===== config.mk =====
export PLATFORM = sky130hd
export DESIGN_NAME = baud_rate_gen
export DESIGN_NICKNAME = d
export VERILOG_FILES = /design/src/rtl/baud_pkg.sv /design/src/rtl/baud_clk_front.sv /design/src/rtl/baud_prescaler.sv /design/src/rtl/baud_int_div.sv /design/src/rtl/baud_frac_div.sv /design/src/rtl/baud_rate_gen.sv
export SDC_FILE = /design/constraint.sdc
export NUM_CORES = 1
export LEC_CHECK = 0
export BUFFER_PORTS_ARGS = -buffer_cell sky130_fd_sc_hd__buf_4
export CAP_MARGIN = 20
export CELL_PAD_IN_SITES_DETAIL_PLACEMENT = 2
export CELL_PAD_IN_SITES_GLOBAL_PLACEMENT = 2
export CORE_MARGIN = 1.5
export CORE_UTILIZATION = 40
export DETAILED_ROUTE_END_ITERATION = 10
export GPL_TIMING_DRIVEN = 1
export PLACE_DENSITY = 0.79
export SLEW_MARGIN = 15
export SYNTH_ARGS = -nofsm -noshare
export SYNTH_HDL_FRONTEND = slang
export SYNTH_HIERARCHICAL = 1
export SYNTH_SLANG_ARGS = --single-unit

===== constraint.sdc =====
create_clock -name clk -period 8.65 [get_ports clk]
set_clock_uncertainty 0.2 [all_clocks]
set_input_delay 0.865 -clock clk [delete_from_list [all_inputs] [get_ports clk]]
set_output_delay 0.865 -clock clk [all_outputs]
set_load 0.01 [all_outputs]

===== src/rtl/baud_pkg.sv =====
package baud_pkg;

  localparam int unsigned CODE_W    = 4;
  localparam int unsigned NUM_CODES = 1 << CODE_W;
  localparam int unsigned TAP_W     = 3;

  // fractional rate: periods of FRAC_SHORT, FRAC_SHORT, FRAC_LONG
  localparam logic [CODE_W-1:0] FRAC_CODE  = 4'd10;
  localparam int unsigned FRAC_SHORT     = 5;
  localparam int unsigned FRAC_LONG      = 6;
  localparam int unsigned FRAC_HALVES    = 6;
  localparam int unsigned FRAC_LONG_FROM = 4;

  typedef logic [CODE_W-1:0] rate_code_t;

  // codes that route the external multiplex input
  function automatic logic is_passthru(input rate_code_t code);
    return code[CODE_W-1:1] == '0;
  endfunction

  // divisor in prescaled periods; also the half-period in prescaler half ticks
  function automatic int unsigned rate_divisor(input int unsigned code);
    case (code)
      2:       return 192;
      3:       return 128;
      4:       return 71;
      5:       return 48;
      6:       return 16;
      7:       return 4;
      8:       return 1;
      9:       return 2;
      11:      return 8;
      12:      return 4;
      13:      return 32;
      14:      return 64;
      15:      return 87;
      default: return 1;
    endcase
  endfunction

  // half-period, in half ticks, of the fractional divider at a given phase
  function automatic int unsigned frac_half_len(input int unsigned phase);
    return (phase >= FRAC_LONG_FROM) ? FRAC_LONG : FRAC_SHORT;
  endfunction

endpackage


===== src/rtl/baud_clk_front.sv =====
module baud_clk_front (
  input  logic clk,
  input  logic rst_n,
  input  logic use_xtal,
  input  logic xtal_in,
  input  logic ext_clk,
  output logic mclk_lvl_o,
  output logic mclk_rise_o,
  output logic init_clear_o
);

  logic xtal_q, ext_q, use_q, ext_prev, lvl_q, armed;
  logic lvl;
  logic ext_fell;

  assign lvl      = use_q ? xtal_q : ext_q;
  assign ext_fell = ext_prev & ~ext_q;

  always_ff @(posedge clk or negedge rst_n) begin
    if (!rst_n) begin
      xtal_q   <= 1'b0;
      ext_q    <= 1'b0;
      use_q    <= 1'b0;
      ext_prev <= 1'b0;
      lvl_q    <= 1'b0;
      armed    <= 1'b1;
    end else begin
      xtal_q   <= xtal_in;
      ext_q    <= ext_clk;
      use_q    <= use_xtal;
      ext_prev <= ext_q;
      lvl_q    <= lvl;
      // armed while the crystal is selected; disarmed once the first
      // external high level has ended
      if (use_q)         armed <= 1'b1;
      else if (ext_fell) armed <= 1'b0;
    end
  end

  assign mclk_lvl_o   = lvl_q;
  assign mclk_rise_o  = lvl & ~lvl_q;
  assign init_clear_o = ext_q & (use_q | armed);

endmodule


===== src/rtl/baud_prescaler.sv =====
module baud_prescaler #(
  parameter int unsigned PRE_DIV = 16,
  localparam int unsigned PRE_W  = $clog2(PRE_DIV)
) (
  input  logic                          clk,
  input  logic                          rst_n,
  input  logic                          clear,
  input  logic                          step,
  output logic [baud_pkg::TAP_W-1:0]    tap_o,
  output logic                          half_tick_o
);

  logic [PRE_W-1:0] cnt;

  always_ff @(posedge clk or negedge rst_n) begin
    if (!rst_n)     cnt <= '0;
    else if (clear) cnt <= '0;
    else if (step)  cnt <= cnt + 1'b1;
  end

  assign tap_o       = cnt[baud_pkg::TAP_W-1:0];
  // a half tick closes every PRE_DIV/2 master edges
  assign half_tick_o = step & ~clear & (&cnt[PRE_W-2:0]);

endmodule


===== src/rtl/baud_int_div.sv =====
module baud_int_div #(
  parameter int unsigned LIMIT = 4,
  localparam int unsigned W    = (LIMIT > 1) ? $clog2(LIMIT) : 1
) (
  input  logic clk,
  input  logic rst_n,
  input  logic clear,
  input  logic tick,
  output logic wave_o
);

  logic [W-1:0] cnt;
  logic         last;

  assign last = (cnt == W'(LIMIT - 1));

  always_ff @(posedge clk or negedge rst_n) begin
    if (!rst_n) begin
      cnt    <= '0;
      wave_o <= 1'b0;
    end else if (clear) begin
      cnt    <= '0;
      wave_o <= 1'b0;
    end else if (tick) begin
      if (last) begin
        cnt    <= '0;
        wave_o <= ~wave_o;
      end else begin
        cnt <= cnt + 1'b1;
      end
    end
  end

endmodule


===== src/rtl/baud_frac_div.sv =====
module baud_frac_div (
  input  logic clk,
  input  logic rst_n,
  input  logic clear,
  input  logic tick,
  output logic wave_o
);
  import baud_pkg::*;

  localparam int unsigned W  = $clog2(FRAC_LONG + 1);
  localparam int unsigned PW = $clog2(FRAC_HALVES);

  logic [W-1:0]  cnt;
  logic [PW-1:0] phase;
  logic [W-1:0]  half_len;
  logic          last;

  assign half_len = W'(frac_half_len(int'(phase)));
  assign last     = (cnt == half_len - 1'b1);

  always_ff @(posedge clk or negedge rst_n) begin
    if (!rst_n) begin
      cnt    <= '0;
      phase  <= '0;
      wave_o <= 1'b0;
    end else if (clear) begin
      cnt    <= '0;
      phase  <= '0;
      wave_o <= 1'b0;
    end else if (tick) begin
      if (last) begin
        cnt    <= '0;
        wave_o <= ~wave_o;
        phase  <= (phase == PW'(FRAC_HALVES - 1)) ? '0 : phase + 1'b1;
      end else begin
        cnt <= cnt + 1'b1;
      end
    end
  end

endmodule


===== src/rtl/baud_rate_gen.sv =====
module baud_rate_gen #(
  parameter int unsigned PRE_DIV = 16
) (
  input  logic       clk,
  input  logic       rst_n,
  input  logic       use_xtal,
  input  logic       xtal_in,
  input  logic       ext_clk,
  input  logic [3:0] rate_sel,
  input  logic       mux_in,
  output logic       mclk_out,
  output logic [2:0] tap_out,
  output logic       rate_out
);
  import baud_pkg::*;

  // named internal events, observed by the bound checker
  logic                 mclk_rise;
  logic                 init_clear;
  logic                 step;
  logic                 half_tick;
  rate_code_t           sel_q;
  logic                 mux_q;
  logic [NUM_CODES-1:0] div_bus;
  logic                 rate_next;

  baud_clk_front front_i (
    .clk          (clk),
    .rst_n        (rst_n),
    .use_xtal     (use_xtal),
    .xtal_in      (xtal_in),
    .ext_clk      (ext_clk),
    .mclk_lvl_o   (mclk_out),
    .mclk_rise_o  (mclk_rise),
    .init_clear_o (init_clear)
  );

  assign step = mclk_rise & ~init_clear;

  baud_prescaler #(.PRE_DIV(PRE_DIV)) pre_i (
    .clk         (clk),
    .rst_n       (rst_n),
    .clear       (init_clear),
    .step        (step),
    .tap_o       (tap_out),
    .half_tick_o (half_tick)
  );

  for (genvar c = 0; c < NUM_CODES; c++) begin : g_rate
    if (c < 2) begin : g_pass
      assign div_bus[c] = 1'b0;
    end else if (c == int'(FRAC_CODE)) begin : g_frac
      baud_frac_div div_i (
        .clk    (clk),
        .rst_n  (rst_n),
        .clear  (init_clear),
        .tick   (half_tick),
        .wave_o (div_bus[c])
      );
    end else begin : g_int
      baud_int_div #(.LIMIT(rate_divisor(c))) div_i (
        .clk    (clk),
        .rst_n  (rst_n),
        .clear  (init_clear),
        .tick   (half_tick),
        .wave_o (div_bus[c])
      );
    end
  end

  // select and multiplex input are taken on master edges only
  always_ff @(posedge clk or negedge rst_n) begin
    if (!rst_n) begin
      sel_q <= '0;
      mux_q <= 1'b0;
    end else if (mclk_rise) begin
      sel_q <= rate_sel;
      mux_q <= mux_in;
    end
  end

  assign rate_next = is_passthru(sel_q) ? mux_q : div_bus[sel_q];

  always_ff @(posedge clk or negedge rst_n) begin
    if (!rst_n) rate_out <= 1'b0;
    else        rate_out <= rate_next;
  end

endmodule


==> results of run 1 <==
-- stage by stage --
| step | hold slack, ns | utilization [%] |
|---|---|---|
| 5_1_grt | 0.186 | 45.1 |
| 2_1_floorplan | 0.187 | - |
| 3_5_place_dp | 0.244 | 42.7 |
| 6_report | 0.180 | 45.1 |
| 3_3_place_gp | 0.212 | 42.7 |
| 4_1_cts | 0.180 | 45.1 |
-- metal layers --
metal,vias up,global-route usage (%)
li1,1662,-
met1,1820,25.9
met2,23,32.9
met3,9,2.71
met4,0,5.75
met5,-,0
-- logic make-up after synthesis --
logic type / after synthesis
simple gates: 186
flops: 93
compound gates: 78
mux: 38
buf+inv: 22
xor+xnor: 20
fa+ha+maj: 18
-- worst max-delay path by stage --
stage | start | endpoint | slack, ns | cells past startpoint
2_1_floorplan | front_i/use_q$_DFF_PN0_ | g_rate[3].g_int.div_i/wave_o$_DFFE_PN0P_ | 4.38 | 8
6_report | front_i/use_q$_DFF_PN0_ | g_rate[3].g_int.div_i/wave_o$_DFFE_PN0P_ | 5.02 | 9
4_1_cts | front_i/use_q$_DFF_PN0_ | g_rate[3].g_int.div_i/wave_o$_DFFE_PN0P_ | 5.02 | 9
3_3_place_gp | front_i/use_q$_DFF_PN0_ | g_rate[3].g_int.div_i/wave_o$_DFFE_PN0P_ | 5.26 | 9
3_5_place_dp | front_i/use_q$_DFF_PN0_ | g_rate[3].g_int.div_i/wave_o$_DFFE_PN0P_ | 5.06 | 9
5_1_grt | front_i/use_q$_DFF_PN0_ | g_rate[3].g_int.div_i/wave_o$_DFFE_PN0P_ | 4.81 | 9
-- power by group through the flow --
stage	clock network [mW]	registers [mW]	logic [mW]
2_1_floorplan	0	0.457	0.0264
3_3_place_gp	0	0.460	0.0443
3_5_place_dp	0	0.460	0.0459
4_1_cts	0.399	0.452	0.0463
5_1_grt	0.415	0.453	0.0499
6_report	0.387	0.452	0.0446
-- state kept, by name (all words and copies together) (netlist names) --
register,cells
pre_i/cnt,3
g_rate.g_frac.div_i/wave_o,1
g_rate.g_frac.div_i/phase,3
mux_q,1
front_i/armed,1
sel_q,4
front_i/xtal_q,1
g_rate.g_int.div_i/cnt,58
g_rate.g_frac.div_i/cnt,3
front_i/use_q,1
front_i/ext_q,1
g_rate.g_int.div_i/wave_o,13
front_i/ext_prev,1
rate_out,1
front_i/mclk_lvl_o,1
-- cells in the mapped netlist (12+ instances only) --
| cell type | n |
|---|---|
| dfrtp_1 | 92 |
| nor2_1 | 48 |
| nand3_1 | 12 |
| nand2_1 | 28 |
| a21oi_1 | 26 |
| ha_1 | 18 |
| or3_1 | 12 |
| nor2b_1 | 19 |
| xor2_1 | 16 |
| mux2i_1 | 21 |
| o21ai_0 | 13 |
-- critical path: cells and delay by family (launching register included) --
kind / cells / cell delay, ns
buffers and inverters: 2 / 1.02
AND/OR/NAND/NOR: 5 / 1.25
multiplexers: 2 / 0.59
flip-flops: 1 / 0.42
-- area by class of cell --
type | count | share of cell area, %
inverters | 6 | 0.417
well taps | 147 | 3.41
flip-flops and latches | 93 | 43.2
clock buffers | 16 | 5.40
repair buffers | 17 | 2.37
multi-input cells | 340 | 45.2
==> impl_metrics.ini, run 1 <==
[final_layout]
stdcell_area_um2 = 5400
nets = 495
nFillCells = 1227
ff_latch_area_um2 = 2330
areaGrowthSynthToFinish_pct = 10.7
most-common-layout-cells = dfrtp_1 (92), nor2_1 (47), nand2_1 (28)
drive_gt1_share_pct = 14.8
diodes = 0
multi_input_area_um2 = 2440
mostFrequentLayoutCell = dfrtp_1
final_cells = 619

[die]
chipHeight_um = 113
core-area_um2 = 12000
die_w_um = 113
dieArea_um2 = 12900
pin_count = 15
rows = 40
floorplan.initialDensity_pct = 40.8

[timing]
tightest_slew_ns = 1.03
hold_violations = 0
finalSetupViolCount = 0
setup_ws_ns = 5.02
fin_crit_sh_pct = 41.9
rsz0062_at_grt = false
tns_ns = 0
relSlewSlack_pct = 31.1
slew_viol_final = 0
min_period_ns = 3.63
fmax_mhz = 276

[grt]
grt_first_pass_wirelength_um = 19800
grt_pass1_vias = 3855
grt_util_all_layers_pct = 19.3
grt-ovfl-total = 0
antenna_found_initial = 0
grt_max_degree = 94

[pwr]
clkPwrFrac_pct = 43.8
p_seq_share_pct = 51.2
power.share.switching_pct = 22.2
combPwrFrac_pct = 5.0
ir_drop_mv = 0.0700
power.switching_mw = 0.196
cell_internal_pwr_mw = 0.687
power.density_nw_per_um2 = 164
fin_total_pwr_mw = 0.883
power.leakage_nw = 2.31

[critical_path]
crit_fanout = 93
r2r-end = g_rate[3].g_int.div_i/wave_o$_DFFE_PN0P_
reg2reg_depth = 9
cp.arrival_ns = 3.65
worst-r2r-setup-slack_ns = 5.02
worst_path_largest_cell_delay_ns = 0.80
r2r-start = front_i/use_q$_DFF_PN0_
cpMaxStageDelayCell = buf_4
cp_cell_sequence = mux2_4, nor2b_4, nor2b_1, nand2_1, nor2_4, buf_4, inv_1, nor3_2, mux2_2
critPathCaptureType = register
crit_type = reg2reg
required_ns = 8.67
startpoint_type = register

[route]
route.met2.wl_um = 5800
wirelength_met1_um = 5380
drtAntennaViolNets = 0
drt_iter0_markers = 98
vias = 3514
route.detailed.drc = 0
top_layer_used = met4
wl_um = 11500
dr.pass1.iters = 4
wl_per_cell_um = 18.5
vias_per_cell = 5.68
wl_met3_um = 175

[yosys]
syn_area_um2 = 4870
netlist.area_leader.share_pct = 47.2
seq_area_frac_synth_pct = 47.8
syn_avg_cell_area_um2 = 10.7
synth-seq-cells = 93
synth_top_cell_by_area = dfrtp_1
yosys.area_share.simple_pct = 21.9
synth_area_leaders = dfrtp_1 (47%), ha_1 (4.6%), mux2i_1 (4.3%)
synth_xor_xnor_area_share_pct = 3.59
synth_cells = 455
synth_top_family_by_area = simple AND/OR/NAND/NOR gates
ys_warn_count = 6
synth-adder-area-share_pct = 4.62
synth_compound_area_share_pct = 10.6
synth-main-ff-cell = dfrtp_1
synth_edf_count = 0
synth_cell_types = 68
synth-async-reset-ratio_pct = 100
syn-num-nets = 483
muxShareOfSynthArea_pct = 9.09

[cts]
clockBufferDepth = 2
ctsResizeCount = 0
clock_latency_ns = 0.33
cts_tree = yes
postCtsSetupBuffers = 0
numCtsBuffers = 9
clkSinkCount = 93
clockRootBuffer = clkbuf_16
cts.hold.buffers_added = 0
h-tree-depth = 3
clk_pin_slew_ns = 0.06

[placement]
dp.cells = 603
port_buffers = 14
dp_hpwl_um = 7370
gp_congestion = 0.708
dpl_cell_area_um2 = 5100
pre_cts_slack_ns = 5.06

[outcome]
status = finished, final reports clean

[worst_hold_path]
hp-class = in2async

[flow_run]
cap_violations = 0
Note: power is estimated with default switching activity, not from simulation.
==> run 2, diff against run 1 <==
==> constraint.sdc (replaced) <==
create_clock -name clk -period 3.55 [get_ports clk]
set_clock_uncertainty 0.2 [all_clocks]
set_input_delay 0.355 -clock clk [delete_from_list [all_inputs] [get_ports clk]]
set_output_delay 0.355 -clock clk [all_outputs]
set_load 0.01 [all_outputs]
==> run 2 against run 1 <==
  * Clock-buffer cell count down 5
  * Utilization up 0.71 points
  * Via count up 1.2%
  * Maximum frequency up 24%
  * Critical path depth up 1
  * Non-clock buffer count up 7
  * Sequential power up 140%
  * Wire length up 0.44%
  * First-iteration DRC count up 26%
  * Setup slack worse by 4.4 ns
  * Critical path type unchanged
  * Largest cell class unchanged
  * Highest routed layer unchanged
==> impl_metrics.ini, run 2 (synthesis gave the netlist of run 1 again) <==
[final_layout]
reg_top3 = g_rate.g_int.div_i/cnt: 58 flops, g_rate.g_int.div_i/wave_o: 13 flops, sel_q: 4 flops
final_cells = 626
post-route-util_pct = 45.8
nets = 502
top_register = g_rate.g_int.div_i/cnt
drive_gt1_share_pct = 15.7
areaGrowthSynthToFinish_pct = 12.4
stdcell_area_um2 = 5480
most-common-layout-cells = dfrtp_1 (92), nor2_1 (47), nand2_1 (28)
nFillCells = 1214
largest_reg_flops = 58
mostFrequentLayoutCell = dfrtp_1
diodes = 0

[timing]
finalSetupViolCount = 0
slew_viol_final = 0
hold_violations = 0
min_period_ns = 2.93
rsz0062_at_grt = false
fmax_mhz = 342
tightest_slew_ns = 1.07
relSlewSlack_pct = 28.8
fin_crit_sh_pct = 82.5
tns_ns = 0

[grt]
grt-ovfl-total = 0
grt_first_pass_wirelength_um = 20100
grt_util_all_layers_pct = 19.8
antenna_found_initial = 0
grt_pass1_vias = 4110
grt_max_degree = 98

[critical_path]
required_ns = 3.61
cp.arrival_ns = 2.98
startpoint_type = register
critPathCaptureType = register
crit_fanout = 72
crit_type = reg2reg

[cts]
clkSinkCount = 93
clk_pin_slew_ns = 0.07
postCtsSetupBuffers = 0
clockRootBuffer = clkbuf_16
clock_latency_ns = 0.35
clockBufferDepth = 2
numCtsBuffers = 9
h-tree-depth = 3
cts_tree = yes

[die]
pin_count = 15
die_w_um = 113
core-area_um2 = 12000
dieArea_um2 = 12900
chipHeight_um = 113
floorplan.initialDensity_pct = 40.8
rows = 40

[route]
wl_per_cell_um = 18.4
route.detailed.drc = 0
wl_um = 11500
vias_per_cell = 5.68
drt_iter0_markers = 123
vias = 3555
drtAntennaViolNets = 0
dr.pass1.iters = 4

[placement]
dpl_cell_area_um2 = 5140
port_buffers = 14
gp_congestion = 0.741
dp.cells = 606
dp_hpwl_um = 7490

[pwr]
power.leakage_nw = 2.34
fin_total_pwr_mw = 2.21
ir_drop_mv = 0.176
power.density_nw_per_um2 = 403

[flow_run]
cap_violations = 0

[outcome]
status = finished, final reports clean

[worst_hold_path]
hp-class = in2reg
-- run 2: changes by cell type in the layout (fill, tap and decap cells not counted), sizes merged --
| cell | before | now |
|---|---|---|
| clkbuf | 16 | 11 |
| dlygate4sd3 | 0 | 4 |
| buf | 17 | 20 |
| clkinvlp | 0 | 2 |
| bufinv | 0 | 1 |
| clkinv | 0 | 1 |
| inv | 6 | 7 |
-- run 2: through the flow --
stage / hold slack (ns) / worst slack, ns
after floorplan: -0.141 / 0.192
after global placement: 0.214 / 0.804
after detailed placement: 0.258 / 0.654
after CTS: 0.0348 / 0.604
after global routing: 0.0385 / 0.459
final: 0.0499 / 0.623
-- run 2: final timing paths --
kind / startpoint / end / slack (ns) / cells after the start
worst min-delay path: rate_sel[1] / sel_q[1]$_DFFE_PN0P_ / 0.05 / 2
worst max register to register: front_i/use_q$_DFF_PN0_ / g_rate[2].g_int.div_i/cnt[5]$_DFFE_PN0P_ / 0.62 / 10
min in group asynchronous: rst_n / g_rate[15].g_int.div_i/cnt[2]$_DFFE_PN0P_ / 0.45 / 2
worst min register to register: front_i/ext_q$_DFF_PN0_ / front_i/ext_prev$_DFF_PN0_ / 0.26 / 0
max in group asynchronous: rst_n / g_rate[6].g_int.div_i/cnt[0]$_DFFE_PN0P_ / 1.94 / 3
worst max-delay path: front_i/use_q$_DFF_PN0_ / g_rate[2].g_int.div_i/cnt[5]$_DFFE_PN0P_ / 0.62 / 10
-- run 2: layout make-up --
| type | instances | area [µm²] | share of cell area [%] |
|---|---|---|---|
| clock buffer | 11 | 243 | 4.43 |
| clock inverter | 5 | 58.8 | 1.07 |
| inverter | 6 | 22.5 | 0.411 |
| multi-input combinational | 340 | 2440 | 44.5 |
| sequential | 93 | 2330 | 42.5 |
| tap | 147 | 184 | 3.36 |
| timing repair buffer | 24 | 203 | 3.70 |
-- run 2: power by group --
group / leakage [nW] / internal (mW) / switching, mW / total [mW]
registers: 1.27 / 1.08 / 0.0219 / 1.10
clock network: 0.142 / 0.567 / 0.423 / 0.990
logic: 0.926 / 0.0474 / 0.0682 / 0.116
total: 2.34 / 1.69 / 0.514 / 2.21
-- run 2: timing repair --
action                    CTS  global route
hold buffers                4             0
resized for setup           0             0
hold endpoints to repair   62             0
-- run 2: per-layer routing --
| layer | track usage [%] | up-vias | share of wire [%] |
|---|---|---|---|
| met5 | 0 | - | 0 |
| li1 | - | 1672 | - |
| met1 | 24.1 | 1843 | 45 |
| met3 | 3.67 | 13 | 1.7 |
| met4 | 6.83 | 0 | 1.6 |
| met2 | 35.5 | 27 | 52 |
-- run 2: critical path: stages (launching register included) --
cell	delay, ns
dfrtp_1	0.42
mux2_4	0.23
nor2b_4	0.21
nor2b_1	0.18
buf_4	0.16
nand2_1	0.10
nor2_4	0.14
buf_12	0.28
o2111ai_1	0.25
or3_1	0.39
a31oi_1	0.18
==> run 3, diff against run 2 <==
--- a/config.mk
+++ b/config.mk
@@ -5,12 +5,13 @@
 export SDC_FILE = /design/constraint.sdc
 export NUM_CORES = 1
 export LEC_CHECK = 0
+export ABC_AREA = 1
 export BUFFER_PORTS_ARGS = -buffer_cell sky130_fd_sc_hd__buf_4
 export CAP_MARGIN = 20
 export CELL_PAD_IN_SITES_DETAIL_PLACEMENT = 2
 export CELL_PAD_IN_SITES_GLOBAL_PLACEMENT = 2
 export CORE_MARGIN = 1.5
-export CORE_UTILIZATION = 40
+export CORE_UTILIZATION = 34
 export DETAILED_ROUTE_END_ITERATION = 10
 export GPL_TIMING_DRIVEN = 1
 export PLACE_DENSITY = 0.79
==> constraint.sdc (replaced) <==
create_clock -name clk -period 2.66 [get_ports clk]
set_clock_uncertainty 0.2 [all_clocks]
set_input_delay 0.266 -clock clk [delete_from_list [all_inputs] [get_ports clk]]
set_output_delay 0.266 -clock clk [all_outputs]
set_load 0.01 [all_outputs]
==> run 3 against run 2 <==
  * Sequential share of layout area shrank 2.9 points
  * Worst hold slack gained 0.16 ns
  * Clock-buffer cell count down 1
  * Setup slack got worse by 0.35 ns
  * Cell area rose by 7.4%
  * First-iteration DRC count down 4.9%
  * Global-route usage shrank 0.75 points
  * Die area increased by 22%
  * Sequential power is 42% higher
  * Combinational power grew to 3.4 times the previous value
  * Critical path type unchanged
  * Largest cell class unchanged
  * Largest power group unchanged
  * Highest routed layer unchanged
==> impl_metrics.ini, run 3 <==
[outcome]
status = finished, final reports clean

[critical_path]
r2r-end = g_rate[4].g_int.div_i/cnt[6]$_DFFE_PN0P_
reg2reg_depth = 13
worst-r2r-setup-slack_ns = 0.27
crit_top_cell = nor2_4
critPathCaptureType = register
crit_fanout = 49
cpMaxStageDelayCell = dfrtp_1
required_ns = 2.70
worst_path_largest_cell_delay_ns = 0.37
cp.arrival_ns = 2.43
startpoint_type = register
cp_cell_sequence = inv_1, nand2_1, nand2_2, nor2_2, inv_2, nor2_4, and3_4, buf_12, nor2_4, nor2_4, nand3_1, nor2_1, nor2_1
crit_type = reg2reg
startpoint = front_i/ext_q$_DFF_PN0_
r2r-start = front_i/ext_q$_DFF_PN0_

[grt]
grt_first_pass_wirelength_um = 24500
grt_util_all_layers_pct = 19.1
grt-ovfl-total = 0
antenna_found_initial = 0
grt_max_degree = 50
grt_pass1_vias = 4993

[route]
vias = 4303
wl_um = 13600
wl_per_cell_um = 15.6
drtAntennaViolNets = 0
route.detailed.drc = 0
vias_per_cell = 4.91
drt_iter0_markers = 117
dr.pass1.iters = 4

[final_layout]
mostFrequentLayoutCell = nand2_1
largest_reg_flops = 58
most-common-layout-cells = nand2_1 (173), dfrtp_1 (92), inv_1 (84)
nets = 715
ff_latch_area_um2 = 2330
areaGrowthSynthToFinish_pct = 15.6
nFillCells = 1645
drive_gt1_share_pct = 16.0
diodes = 0
top_register = g_rate.g_int.div_i/cnt
multi_input_area_um2 = 2390
reg_top3 = g_rate.g_int.div_i/cnt: 58 flops, g_rate.g_int.div_i/wave_o: 13 flops, sel_q: 4 flops

[timing]
min_period_ns = 2.39
tns_ns = 0
fmax_mhz = 418
slew_viol_final = 0
fin_crit_sh_pct = 89.8
tightest_slew_ns = 0.548
finalSetupViolCount = 0
rsz0062_at_grt = false
hold_violations = 0
relSlewSlack_pct = 63.5

[cts]
clockRootBuffer = clkbuf_16
clock_latency_ns = 0.35
cts_tree = yes
h-tree-depth = 3
clockBufferDepth = 2
clkSinkCount = 93
numCtsBuffers = 9
clk_pin_slew_ns = 0.07
postCtsSetupBuffers = 0

[worst_hold_path]
hp-class = reg2reg
hold_path_depth = 1
hold_end = front_i/armed$_DFFE_PN1P_
min_from = front_i/ext_prev$_DFF_PN0_

[yosys]
syn_area_um2 = 5090
synth_area_leaders = dfrtp_1 (45%), nand2_1 (13%), nand3_1 (7.1%)
synth_cell_types = 37
netlist.area_leader.share_pct = 45.2
synth_edf_count = 0
syn_avg_cell_area_um2 = 7.82
synth-main-ff-cell = dfrtp_1
synth-seq-cells = 93
seq_area_frac_synth_pct = 45.7
syn-num-nets = 679
yosysMostFrequentCell = nand2_1
synth-async-reset-ratio_pct = 100
synthTopCellsByCount = nand2_1 (173), dfrtp_1 (92), inv_1 (85), nand3_1 (72), nor2_1 (71)
ys_warn_count = 6
synth_top_cell_by_area = dfrtp_1
synth_cells = 651

[die]
rows = 44
core-area_um2 = 14600
die_w_um = 125
pin_count = 15
floorplan.initialDensity_pct = 34.9
dieArea_um2 = 15700
chipHeight_um = 125

[flow_run]
cap_violations = 0

[pwr]
fin_total_pwr_mw = 3.29
power.density_nw_per_um2 = 559
ir_drop_mv = 0.281
power.leakage_nw = 2.97

[placement]
gp_congestion = 0.761
port_buffers = 14
dp_hpwl_um = 9690
==> run 3: changes by cell type in the layout (fill, tap and decap cells not counted), moves of 10 or more <==
cell / previous run / this run
inv_1: 6 / 84
mux2_2: 10 / 0
mux2i_1: 21 / 0
nand2_1: 28 / 173
nand2_2: 0 / 20
nand2b_1: 10 / 0
nand3_1: 12 / 72
nor2_1: 47 / 69
nor2_2: 0 / 15
nor2_4: 1 / 12
nor2b_1: 19 / 0
or3_1: 12 / 0
==> run 3: what timing repair did <==
| action | 4_1_cts | 5_1_grt |
|---|---|---|
| hold endpoints to repair | 38 | 0 |
| setup endpoints to repair | 0 | 0 |
| hold buffers | 9 | 0 |
| resized for setup | 0 | 0 |
==> run 3: power by group <==
group,internal [mW],switching [mW],total [mW],leakage [nW]
sequential,1.49,0.0764,1.56,1.26
clock,0.753,0.583,1.34,0.149
combinational,0.139,0.251,0.390,1.57
total,2.38,0.911,3.29,2.97
==> run 3: per-stage QoR <==
step	cells	setup WS [ns]	utilization [%]	hold slack (ns)	cell area [µm²]
after floorplan	651	0.0140	-	-0.230	5110
after global placement	851	0.445	37.7	0.0688	5500
after detailed placement	851	0.288	37.7	0.0722	5500
after CTS	876	0.286	40.4	0.215	5890
after global routing	876	0.0647	40.4	0.235	5890
final	876	0.270	40.4	0.205	5890
==> run 3: worst max-delay path, delay by kind of cell (launching register included) <==
kind                   cells  cell delay [ns]
buffers and inverters      3             0.40
DFF                        1             0.37
and+or+nand+nor           10             1.24
==> run 3: worst max path at each step <==
stage | end | cells past startpoint
finish | g_rate[4].g_int.div_i/cnt[6]$_DFFE_PN0P_ | 13
global route | g_rate[2].g_int.div_i/cnt[5]$_DFFE_PN0P_ | 13
CTS | g_rate[15].g_int.div_i/cnt[6]$_DFFE_PN0P_ | 13
detailed placement | g_rate[15].g_int.div_i/cnt[6]$_DFFE_PN0P_ | 13
global placement | g_rate[2].g_int.div_i/cnt[5]$_DFFE_PN0P_ | 11
floorplan | g_rate[10].g_frac.div_i/cnt[0]$_DFFE_PN0P_ | 9
==> run 3: per-layer routing <==
layer / global-route usage [%] / wire length [µm]
met1: 22.3 / 5870
met5: 0 / 0
met4: 4.41 / 146
met3: 3.12 / 220
met2: 36.4 / 7400
==> run 3: layout make-up <==
type	count	share of cell area, %
multi-input cells	459	40.5
flip-flops and latches	93	39.6
inverters	96	6.31
repair buffers	28	4.59
clock buffers	10	4.06
well taps	184	3.91
clock inverters	6	1.04
==> run 3: kinds of logic after synthesis <==
group,count (synthesis),share of synthesized area [%]
AOI/OAI and AO/OA,49,5.53
xor gates and xnor gates,7,1.20
adders and majority gates,18,4.42
buffers and inverters,99,7.84
DFF,93,45.7
and+or+nand+nor,385,35.3
